[src/rtl/ctc_pkg.sv]
package ctc_pkg;
  localparam int unsigned OFS_W   = 12;
  localparam int unsigned OFS_LIM = 3072;
  localparam int unsigned CYC_W   = 13;
  localparam int unsigned CYC_LIM = 8000;
  localparam int unsigned SEC_W   = 7;
  localparam int unsigned SEC_LIM = 128;
  localparam int unsigned TIME_W  = OFS_W + CYC_W + SEC_W;

  typedef struct packed {
    logic [SEC_W-1:0] sec;
    logic [CYC_W-1:0] cyc;
    logic [OFS_W-1:0] ofs;
  } bus_time_t;
endpackage

[src/rtl/ctc_rst_sync.sv]
module ctc_rst_sync #(
  parameter int unsigned STAGES = 2
) (
  input  logic clk,
  input  logic rst_n,
  output logic rst_n_sync
);
  logic [STAGES-1:0] chain_q;

  always_ff @(posedge clk or negedge rst_n) begin
    if (!rst_n) chain_q <= '0;
    else        chain_q <= {chain_q[STAGES-2:0], 1'b1};
  end

  assign rst_n_sync = chain_q[STAGES-1];
endmodule

[src/rtl/ctc_field.sv]
module ctc_field #(
  parameter int unsigned W     = 12,
  parameter int unsigned LIMIT = 3072
) (
  input  logic         clk,
  input  logic         rst_n,
  input  logic         inc,
  input  logic         ld,
  input  logic [W-1:0] ld_val,
  output logic [W-1:0] val,
  output logic         wrap_o
);
  localparam int unsigned  LAST_I = LIMIT - 1;
  localparam logic [W-1:0] LAST   = LAST_I[W-1:0];

  logic [W-1:0] val_q, val_d, ld_clean;

  generate
    if (LIMIT < (2 ** W)) begin : g_clip
      assign ld_clean = (ld_val <= LAST) ? ld_val : '0;
      always @(posedge clk) begin
        if (rst_n) begin
          assert_field_range_R8 : assert (val_q <= LAST)
            else $error("field value %0d beyond limit %0d", val_q, LIMIT);
        end
      end
    end else begin : g_full
      assign ld_clean = ld_val;
    end
  endgenerate

  assign wrap_o = inc && (val_q == LAST);

  always_comb begin
    val_d = val_q;
    if (ld) begin
      val_d = ld_clean;
    end else if (inc) begin
      if (val_q == LAST) val_d = '0;
      else               val_d = val_q + 1'b1;
    end
  end

  always_ff @(posedge clk or negedge rst_n) begin
    if (!rst_n) val_q <= '0;
    else        val_q <= val_d;
  end

  assign val = val_q;

  assert_field_hold_R3 : assert property (@(posedge clk) disable iff (!rst_n)
    (!ld && !inc) |=> $stable(val_q));
endmodule

[src/rtl/cycle_timer.sv]
module cycle_timer
  import ctc_pkg::*;
(
  input  logic              clk,
  input  logic              rst_n,
  input  logic              tick_en,
  input  logic              load_en,
  input  logic [TIME_W-1:0] load_val,
  output logic [TIME_W-1:0] cycle_time,
  output logic              cycle_start
);
  localparam int unsigned N_FIELDS = 3;

  logic      rst_n_i;
  bus_time_t cur, ld_t;
  logic [N_FIELDS-1:0] carry;
  logic      start_q, start_d;

  ctc_rst_sync #(.STAGES(2)) u_rst (
    .clk(clk), .rst_n(rst_n), .rst_n_sync(rst_n_i)
  );

  assign ld_t = bus_time_t'(load_val);

  ctc_field #(.W(OFS_W), .LIMIT(OFS_LIM)) u_ofs (
    .clk(clk), .rst_n(rst_n_i), .inc(tick_en), .ld(load_en),
    .ld_val(ld_t.ofs), .val(cur.ofs), .wrap_o(carry[0])
  );

  ctc_field #(.W(CYC_W), .LIMIT(CYC_LIM)) u_cyc (
    .clk(clk), .rst_n(rst_n_i), .inc(carry[0]), .ld(load_en),
    .ld_val(ld_t.cyc), .val(cur.cyc), .wrap_o(carry[1])
  );

  ctc_field #(.W(SEC_W), .LIMIT(SEC_LIM)) u_sec (
    .clk(clk), .rst_n(rst_n_i), .inc(carry[1]), .ld(load_en),
    .ld_val(ld_t.sec), .val(cur.sec), .wrap_o(carry[2])
  );

  always_comb begin
    start_d = carry[0] && !load_en;
  end

  always_ff @(posedge clk or negedge rst_n_i) begin
    if (!rst_n_i) start_q <= 1'b0;
    else          start_q <= start_d;
  end

  assign cycle_time  = cur;
  assign cycle_start = start_q;

  // offset wrap carries one into the cycle count
  assert_cycle_carry_R4 : assert property (@(posedge clk) disable iff (!rst_n_i)
    (tick_en && !load_en && cur.ofs == OFS_W'(OFS_LIM-1) && cur.cyc != CYC_W'(CYC_LIM-1))
    |=> (cur.cyc == $past(cur.cyc) + 1'b1) && (cur.ofs == '0));

  // full wrap lands on zero
  assert_full_wrap_R6 : assert property (@(posedge clk) disable iff (!rst_n_i)
    (tick_en && !load_en && cur.sec == SEC_W'(SEC_LIM-1) &&
     cur.cyc == CYC_W'(CYC_LIM-1) && cur.ofs == OFS_W'(OFS_LIM-1))
    |=> (cycle_time == '0));

  // an in-range load wins over the tick
  assert_load_wins_R7 : assert property (@(posedge clk) disable iff (!rst_n_i)
    (load_en && ld_t.cyc < CYC_W'(CYC_LIM) && ld_t.ofs < OFS_W'(OFS_LIM))
    |=> (cycle_time == $past(load_val)));

  // the pulse only follows a wrap to offset zero
  assert_start_zero_R9 : assert property (@(posedge clk) disable iff (!rst_n_i)
    cycle_start |-> (cur.ofs == '0) && !$past(load_en));
endmodule

[config.mk]
export PLATFORM = sky130hd
export DESIGN_NAME = cycle_timer
export DESIGN_NICKNAME = d
export VERILOG_FILES = /design/src/rtl/ctc_pkg.sv /design/src/rtl/ctc_rst_sync.sv /design/src/rtl/ctc_field.sv /design/src/rtl/cycle_timer.sv
export SDC_FILE = /design/constraint.sdc
export NUM_CORES = 1
export LEC_CHECK = 0
export BUFFER_PORTS_ARGS = -buffer_cell sky130_fd_sc_hd__buf_4
export CORE_ASPECT_RATIO = 1.25
export CORE_UTILIZATION = 30
export DETAILED_ROUTE_END_ITERATION = 8
export MAX_ROUTING_LAYER = met4
export PLACE_DENSITY = 0.51
export SYNTH_ARGS = -nofsm -noshare
export SYNTH_HDL_FRONTEND = slang
export SYNTH_HIERARCHICAL = 1
export SYNTH_SLANG_ARGS = --single-unit
[constraint.sdc]
create_clock -name clk -period 1.4 [get_ports clk]
set_input_delay 0.14 -clock clk [delete_from_list [all_inputs] [get_ports clk]]
set_output_delay 0.14 -clock clk [all_outputs]
set_load 0.02 [all_outputs]
==> run metrics, run 1 <==
CTS Root Cell=sky130_fd_sc_hd__clkbuf_8; H-tree lvl count=2; Ports=69; number of global-route vias before repair=2,542; maximum vdd ir drop=0.457 mV; final setup violating endpoints=27; Worst path max stage delay=410 ps; maximum clock frequency=551 MHz; number of buffers created by CTS=5; global-route total usage across every layer=0.208; fin crit share=1.30; Syn-to-layout area delta=71.5%; violations in the final reports=negative setup slack; Iter 0 DRT Violations=83; Worst Skew=7.35 ps; GR met1 Demand/Resource=0.259; Via density=5.29; sum of overflow across all layers after global routing=0; sort of element at the end of the critical path=register; setup repair after global routing missed its margin=true; Crit Path Category=register to register; largest driver fanout on the critical path=5; floorplan die height=98.9 um; number of clock sinks seen by CTS=35; met3 routing resource usage after global routing=0.0352; count of antenna-violating nets left after detailed routing=0; horizontal extent of the die=79.5 um; MaxCap Viol Count=0; vias after detailed routing=2,575; port buffer count=68; initial core utilization=0.317; data arrival time of the worst path=2040 ps; router iterations before antenna repair=4; Die Footprint=7860 sq um; register-to-register setup slack=-420 ps; master of the slowest instance on the critical path=sky130_fd_sc_hd__or4_1; Final Max Slew Viols=0; net count of the finished layout=435; leakage power=1.73 nW; required time of the critical path=1630 ps; buffers from clock root to sink, at most=2; layer with the highest usage=met2; startpoint types=register; residual DRC count=0; WL per Instance=16.0 um; maximum number of pins on one net before global-route repair=34; global-route wire length before repair=12.3 mm; number of antenna violations at the first check in global routing=0; fraction of layout instances using a drive strength above 1=0.526; synthesized net count=294; minimum clock period after layout=1820 ps; count of yosys warnings during synthesis=6; clock edge transition at the registers on the reported setup and hold paths=70 ps; standard-cell row count=34; TritonCTS clock tree=done; area of the mapped netlist=2250 sq um; gate family responsible for the most delay along the worst path=simple AND/OR/NAND/NOR gates; Synth Area per Inst=8.84 sq um; Finished Layout Cells=487; pwr/cell area=846 nW/um^2; number of buffers and inverters on the critical path=0; met2 Resource Use GR=0.331; hold crit path type=input pin to register; cell count after synthesis=255; DPL Wire Length=5.60 mm; number of diodes=0; final worst-path setup slack=-416 ps; Routability Congestion=0.847; cells along the critical path=ha_4 > and4_4 > nand4_1 > nor2_4 > nand3_2 > or4_1 > nand3_1; wire length reported by the detailed router=7.80 mm; clock insertion delay at the later pin of the skew report=290 ps; floorplan core area=7100 sq um; total power after layout=0.00327 W; status=complete, but fails checks; number of cells in the design after placement=465; number of hold violations in the final report=0; DP Worst Slack=-462 ps
[cell type report]
cell class,instances,area (sq um)
clock buffers,6,82.6
clock inverters,2,35.0
fillers,665,3240
multi-input cells,202,1570
flip-flops and latches,35,883
repair buffers,145,1150
well taps,90,113
inverters,7,28.8
[report_power, final]
part	total, W	switching, W	internal [W]	leakage [nW]
clock	0.000953	0.000377	0.000576	0.0612
sequential	0.00118	0.0000693	0.00111	0.419
combinational	0.00113	0.000596	0.000538	1.24
[metrics by stage]
step | setup TNS (ps) | utilization | area [sq um] | hold slack, ps
6_report | -5830 | 0.544 | 3860 | 65.7
3_5_place_dp | -6600 | 0.470 | 3340 | -75.3
3_3_place_gp | -6110 | 0.470 | 3340 | -77.1
2_1_floorplan | -8700 | - | 2310 | -156
4_1_cts | -6220 | 0.524 | 3720 | 61.3
5_1_grt | -7970 | 0.544 | 3860 | 57.6
[worst paths after layout]
path | end | from | depth (start not counted)
worst min-delay path | u_cyc/val[2] | load_val[14] | 3
max in group asynchronous | u_ofs/val[7] | u_rst/chain_q[1] | 1
worst max register to register | u_sec/val[6] | u_cyc/val[1] | 7
min in group asynchronous | u_rst/chain_q[1] | rst_n | 2
worst max-delay path | u_sec/val[6] | u_cyc/val[1] | 7
worst min register to register | u_sec/val[1] | u_rst/chain_q[1] | 1
[routing by layer]
layer  wire, um  vias up
met1       3380     1205
met5          0        -
li1           -     1256
met4        135        0
met3        400       13
met2       3880      101
[tightest hold or removal path: stages]
cell and delay [ps]:
sky130_fd_sc_hd__buf_4 80, sky130_fd_sc_hd__nand2_1 40, sky130_fd_sc_hd__o21ai_1 60
[layout by cell type, fill, tap and decap left out, drive strengths merged, types with 2 or more instances in the layout]
master / count
and4: 7
a31oi: 5
a32o: 2
o211ai: 3
xor2: 4
o21a: 2
ha: 3
a21oi: 18
o22ai: 2
nor3: 5
o31a: 2
o31ai: 2
clkbuf: 6
o21ai: 12
nand2: 32
nor2b: 9
nor2: 10
o311ai: 2
mux2i: 3
inv: 7
nor4: 3
and3: 5
a21o: 4
nand3b: 4
a211oi: 2
buf: 144
and2b: 2
a41oi: 2
nand4: 12
a221oi: 2
nor4b: 2
nand3: 17
dfrtp: 35
a32oi: 4
nand2b: 2
or4: 4
[state kept, by name, indices dropped and copies added, names as in the netlist]
signal and cells:
u_rst/chain_q 2, cycle_start 1, u_sec/val 7, u_cyc/val 13, u_ofs/val 12
[repair_timing]
item,CTS,global route
hold buffers,1,0
setup buffers,12,3
gates resized for setup,44,33
hold endpoints to repair,2,0
pin swaps,29,29
endpoints found under the setup margin,27,32
(Power assumes the default switching activity.)
==> inputs of run 2 (changes only) <==
--- a/config.mk
+++ b/config.mk
@@ -8,6 +8,7 @@
 export BUFFER_PORTS_ARGS = -buffer_cell sky130_fd_sc_hd__buf_4
 export CORE_ASPECT_RATIO = 1.25
 export CORE_UTILIZATION = 30
+export CTS_BUF_LIST = sky130_fd_sc_hd__clkbuf_8
 export DETAILED_ROUTE_END_ITERATION = 8
 export MAX_ROUTING_LAYER = met4
 export PLACE_DENSITY = 0.51
==> constraint.sdc (replaced) <==
create_clock -name clk -period 1.4 [get_ports clk]
set_input_delay 0.14 -clock clk [delete_from_list [all_inputs] [get_ports clk]]
set_output_delay 0.14 -clock clk [all_outputs]
set_load 0.005 [all_outputs]
==> run 2 against run 1 <==
  * The flow still finishes with violations (negative setup slack)
  * Global-route usage rose by 0.081 points
  * Clock power rose by 18%
  * Non-clock buffer count fell by 6
  * Flip-flop and latch count did not move
  * First-iteration DRC count rose by 27%
  * Worst setup slack got worse by 20 ps
  * Sequential share of layout area rose by 0.95 points
  * Largest cell class unchanged
  * Largest power group unchanged
==> run metrics, run 2 (synthesized netlist as in run 1, its figures left out) <==
register-to-register setup slack=-440 ps (-20 ps); sort of element at the end of the critical path=register; clock edge transition at the registers on the reported setup and hold paths=80 ps (about the same); setup repair after global routing missed its margin=true; MaxCap Viol Count=0 (unchanged); standard-cell row count=34 (unchanged); violations in the final reports=negative setup slack; area taken by flip-flops and latches=876 sq um (-0.85%); critical path endpoint=u_sec/val[6]; startpoint types=register; fin crit share=1.31 (+0.0140); H-tree lvl count=2 (unchanged); origin of the critical flop-to-flop path=u_cyc/val[1]; number of global-route vias before repair=2,494 (-1.9%); r2r endpoint=u_sec/val[6]; TritonCTS clock tree=done; Syn-to-layout area delta=63.2%; required time of the critical path=1630 ps (about the same); number of diodes=0 (unchanged); number of buffers created by CTS=5 (unchanged); wire length reported by the detailed router=7.65 mm (-1.9%); global-route wire length before repair=12.4 mm (+0.33%); floorplan die height=98.9 um (unchanged); Crit Path Category=register to register; number of clock sinks seen by CTS=35 (unchanged); Worst Skew=8.07 ps (+0.724 ps); Fin Setup TNS=-6920 ps (-1100 ps); floorplan core area=7100 sq um (unchanged); Iter 0 DRT Violations=105 (+27%); maximum vdd ir drop=0.523 mV (+15%); maximum clock frequency=545 MHz (-1.1%); logic depth of the worst register-to-register path=7 (unchanged); total power after layout=0.00328 W (+0.27%); router iterations before antenna repair=4 (unchanged); final worst-path setup slack=-436 ps (-19.6 ps); Via density=5.36 (+1.4%); number of hold violations in the final report=0 (unchanged); hold crit path type=input pin to register; Routability Congestion=0.848 (about the same); leakage power=1.66 nW (-3.9%); final setup violating endpoints=26 (-3.7%); buffers from clock root to sink, at most=2 (unchanged); number of flip-flops in the largest register=13 (unchanged); sum of overflow across all layers after global routing=0 (unchanged); net count of the finished layout=429 (-1.4%); initial core utilization=0.317 (unchanged); DPL Wire Length=5.67 mm (+1.1%); Crit. Startpoint=u_cyc/val[1]; CTS Root Cell=sky130_fd_sc_hd__clkbuf_8; status=complete, but fails checks; Ports=69 (unchanged); maximum number of pins on one net before global-route repair=28 (-18%); Final Max Slew Viols=0 (unchanged); fraction of layout instances using a drive strength above 1=0.465 (-0.0610); area occupied by multi-input gates=1440 sq um (-8.2%); horizontal extent of the die=79.5 um (unchanged); count of antenna-violating nets left after detailed routing=0 (unchanged); data arrival time of the worst path=2070 ps (+30 ps); WL per Instance=15.9 um (-0.69%); most common cell after layout, fill and taps aside=sky130_fd_sc_hd__buf_4; top library cells by usage in the layout, fill and taps aside=132 x sky130_fd_sc_hd__buf_4, 35 x sky130_fd_sc_hd__dfrtp_1, 30 x sky130_fd_sc_hd__nand2_1; Fill cells=707 (+6.3%); global-route total usage across every layer=0.209 (+0.000808); final core utilization=0.518 (-0.0262); vias after detailed routing=2,578 (+0.12%); largest driver fanout on the critical path=5 (unchanged); clock insertion delay at the later pin of the skew report=290 ps (about the same); port buffer count=68 (unchanged); number of antenna violations at the first check in global routing=0 (unchanged); Die Footprint=7860 sq um (unchanged); minimum clock period after layout=1840 ps (+19.6 ps); pwr/cell area=891 nW/um^2 (+5.4%); residual DRC count=0 (unchanged)
[run 2: cell types whose count changed in the layout (fill, tap and decap cells not counted), moves of 3 or more]
cell	change
sky130_fd_sc_hd__buf_6	-9
sky130_fd_sc_hd__dfrtp_1	+6
sky130_fd_sc_hd__nand2_1	+3
sky130_fd_sc_hd__buf_4	+3
sky130_fd_sc_hd__dfrtp_2	-6
[run 2: per-layer routing]
metal | track usage | vias up | wire (um)
li1 | - | 1246 | -
met1 | 0.257 | 1220 | 3310
met2 | 0.335 | 99 | 3750
met3 | 0.0389 | 13 | 436
met4 | 0.0797 | 0 | 155
met5 | - | - | 0
[run 2: worst max-delay path, cell delays in order (launching register included)]
cell and delay (ps):
sky130_fd_sc_hd__dfrtp_1 360, sky130_fd_sc_hd__ha_2 200, sky130_fd_sc_hd__and4_1 210, sky130_fd_sc_hd__nand4_1 200, sky130_fd_sc_hd__nor2_4 220, sky130_fd_sc_hd__nand3_2 90
sky130_fd_sc_hd__or4_1 410, sky130_fd_sc_hd__nand3_1 90
[run 2: what timing repair did]
action | in CTS | in global routing
gates resized for setup | 18 | 13
hold buffers | 1 | 0
endpoints found under the hold margin | 2 | 0
buffers inserted | 5 | 4
pin swaps | 8 | 2
setup endpoints to repair | 27 | 32
[run 2: final cells by class]
cell class                      count  area share
Multi-Input combinational cell    202       0.391
Sequential cell                    35       0.238
Timing Repair Buffer              139       0.295
Clock buffer                        5      0.0187
Clock inverter                      3      0.0184
Tap cell                           90      0.0306
Inverter                            7     0.00783
[run 2: how the worst min path moves through the flow]
stage | start | end | slack, ps | depth (start not counted)
5_1_grt | load_val[15] | u_cyc/val[3] | 60 | 3
6_report | load_val[29] | u_sec/val[4] | 50 | 3
4_1_cts | load_val[27] | u_sec/val[2] | 50 | 3
2_1_floorplan | rst_n | u_rst/chain_q[0] | -160 | 0
3_5_place_dp | rst_n | u_rst/chain_q[0] | -80 | 1
3_3_place_gp | rst_n | u_rst/chain_q[0] | -80 | 1
[run 2: through the flow]
step                      hold slack (ps)  cell area [sq um]  instances  setup slack [ps]
after floorplan                      -156               2310        255              -605
after global placement              -78.3               3350        464              -432
after detailed placement            -76.4               3350        464              -454
after CTS                            53.0               3610        478              -388
after global routing                 62.8               3680        481              -506
final                                53.0               3680        481              -436
[run 2: power breakdown]
group	switching [W]	total (W)	internal, W
logic	0.000453	0.000978	0.000525
clock network	0.000407	0.00112	0.000711
registers	0.0000744	0.00118	0.00111
total	0.000934	0.00328	0.00234
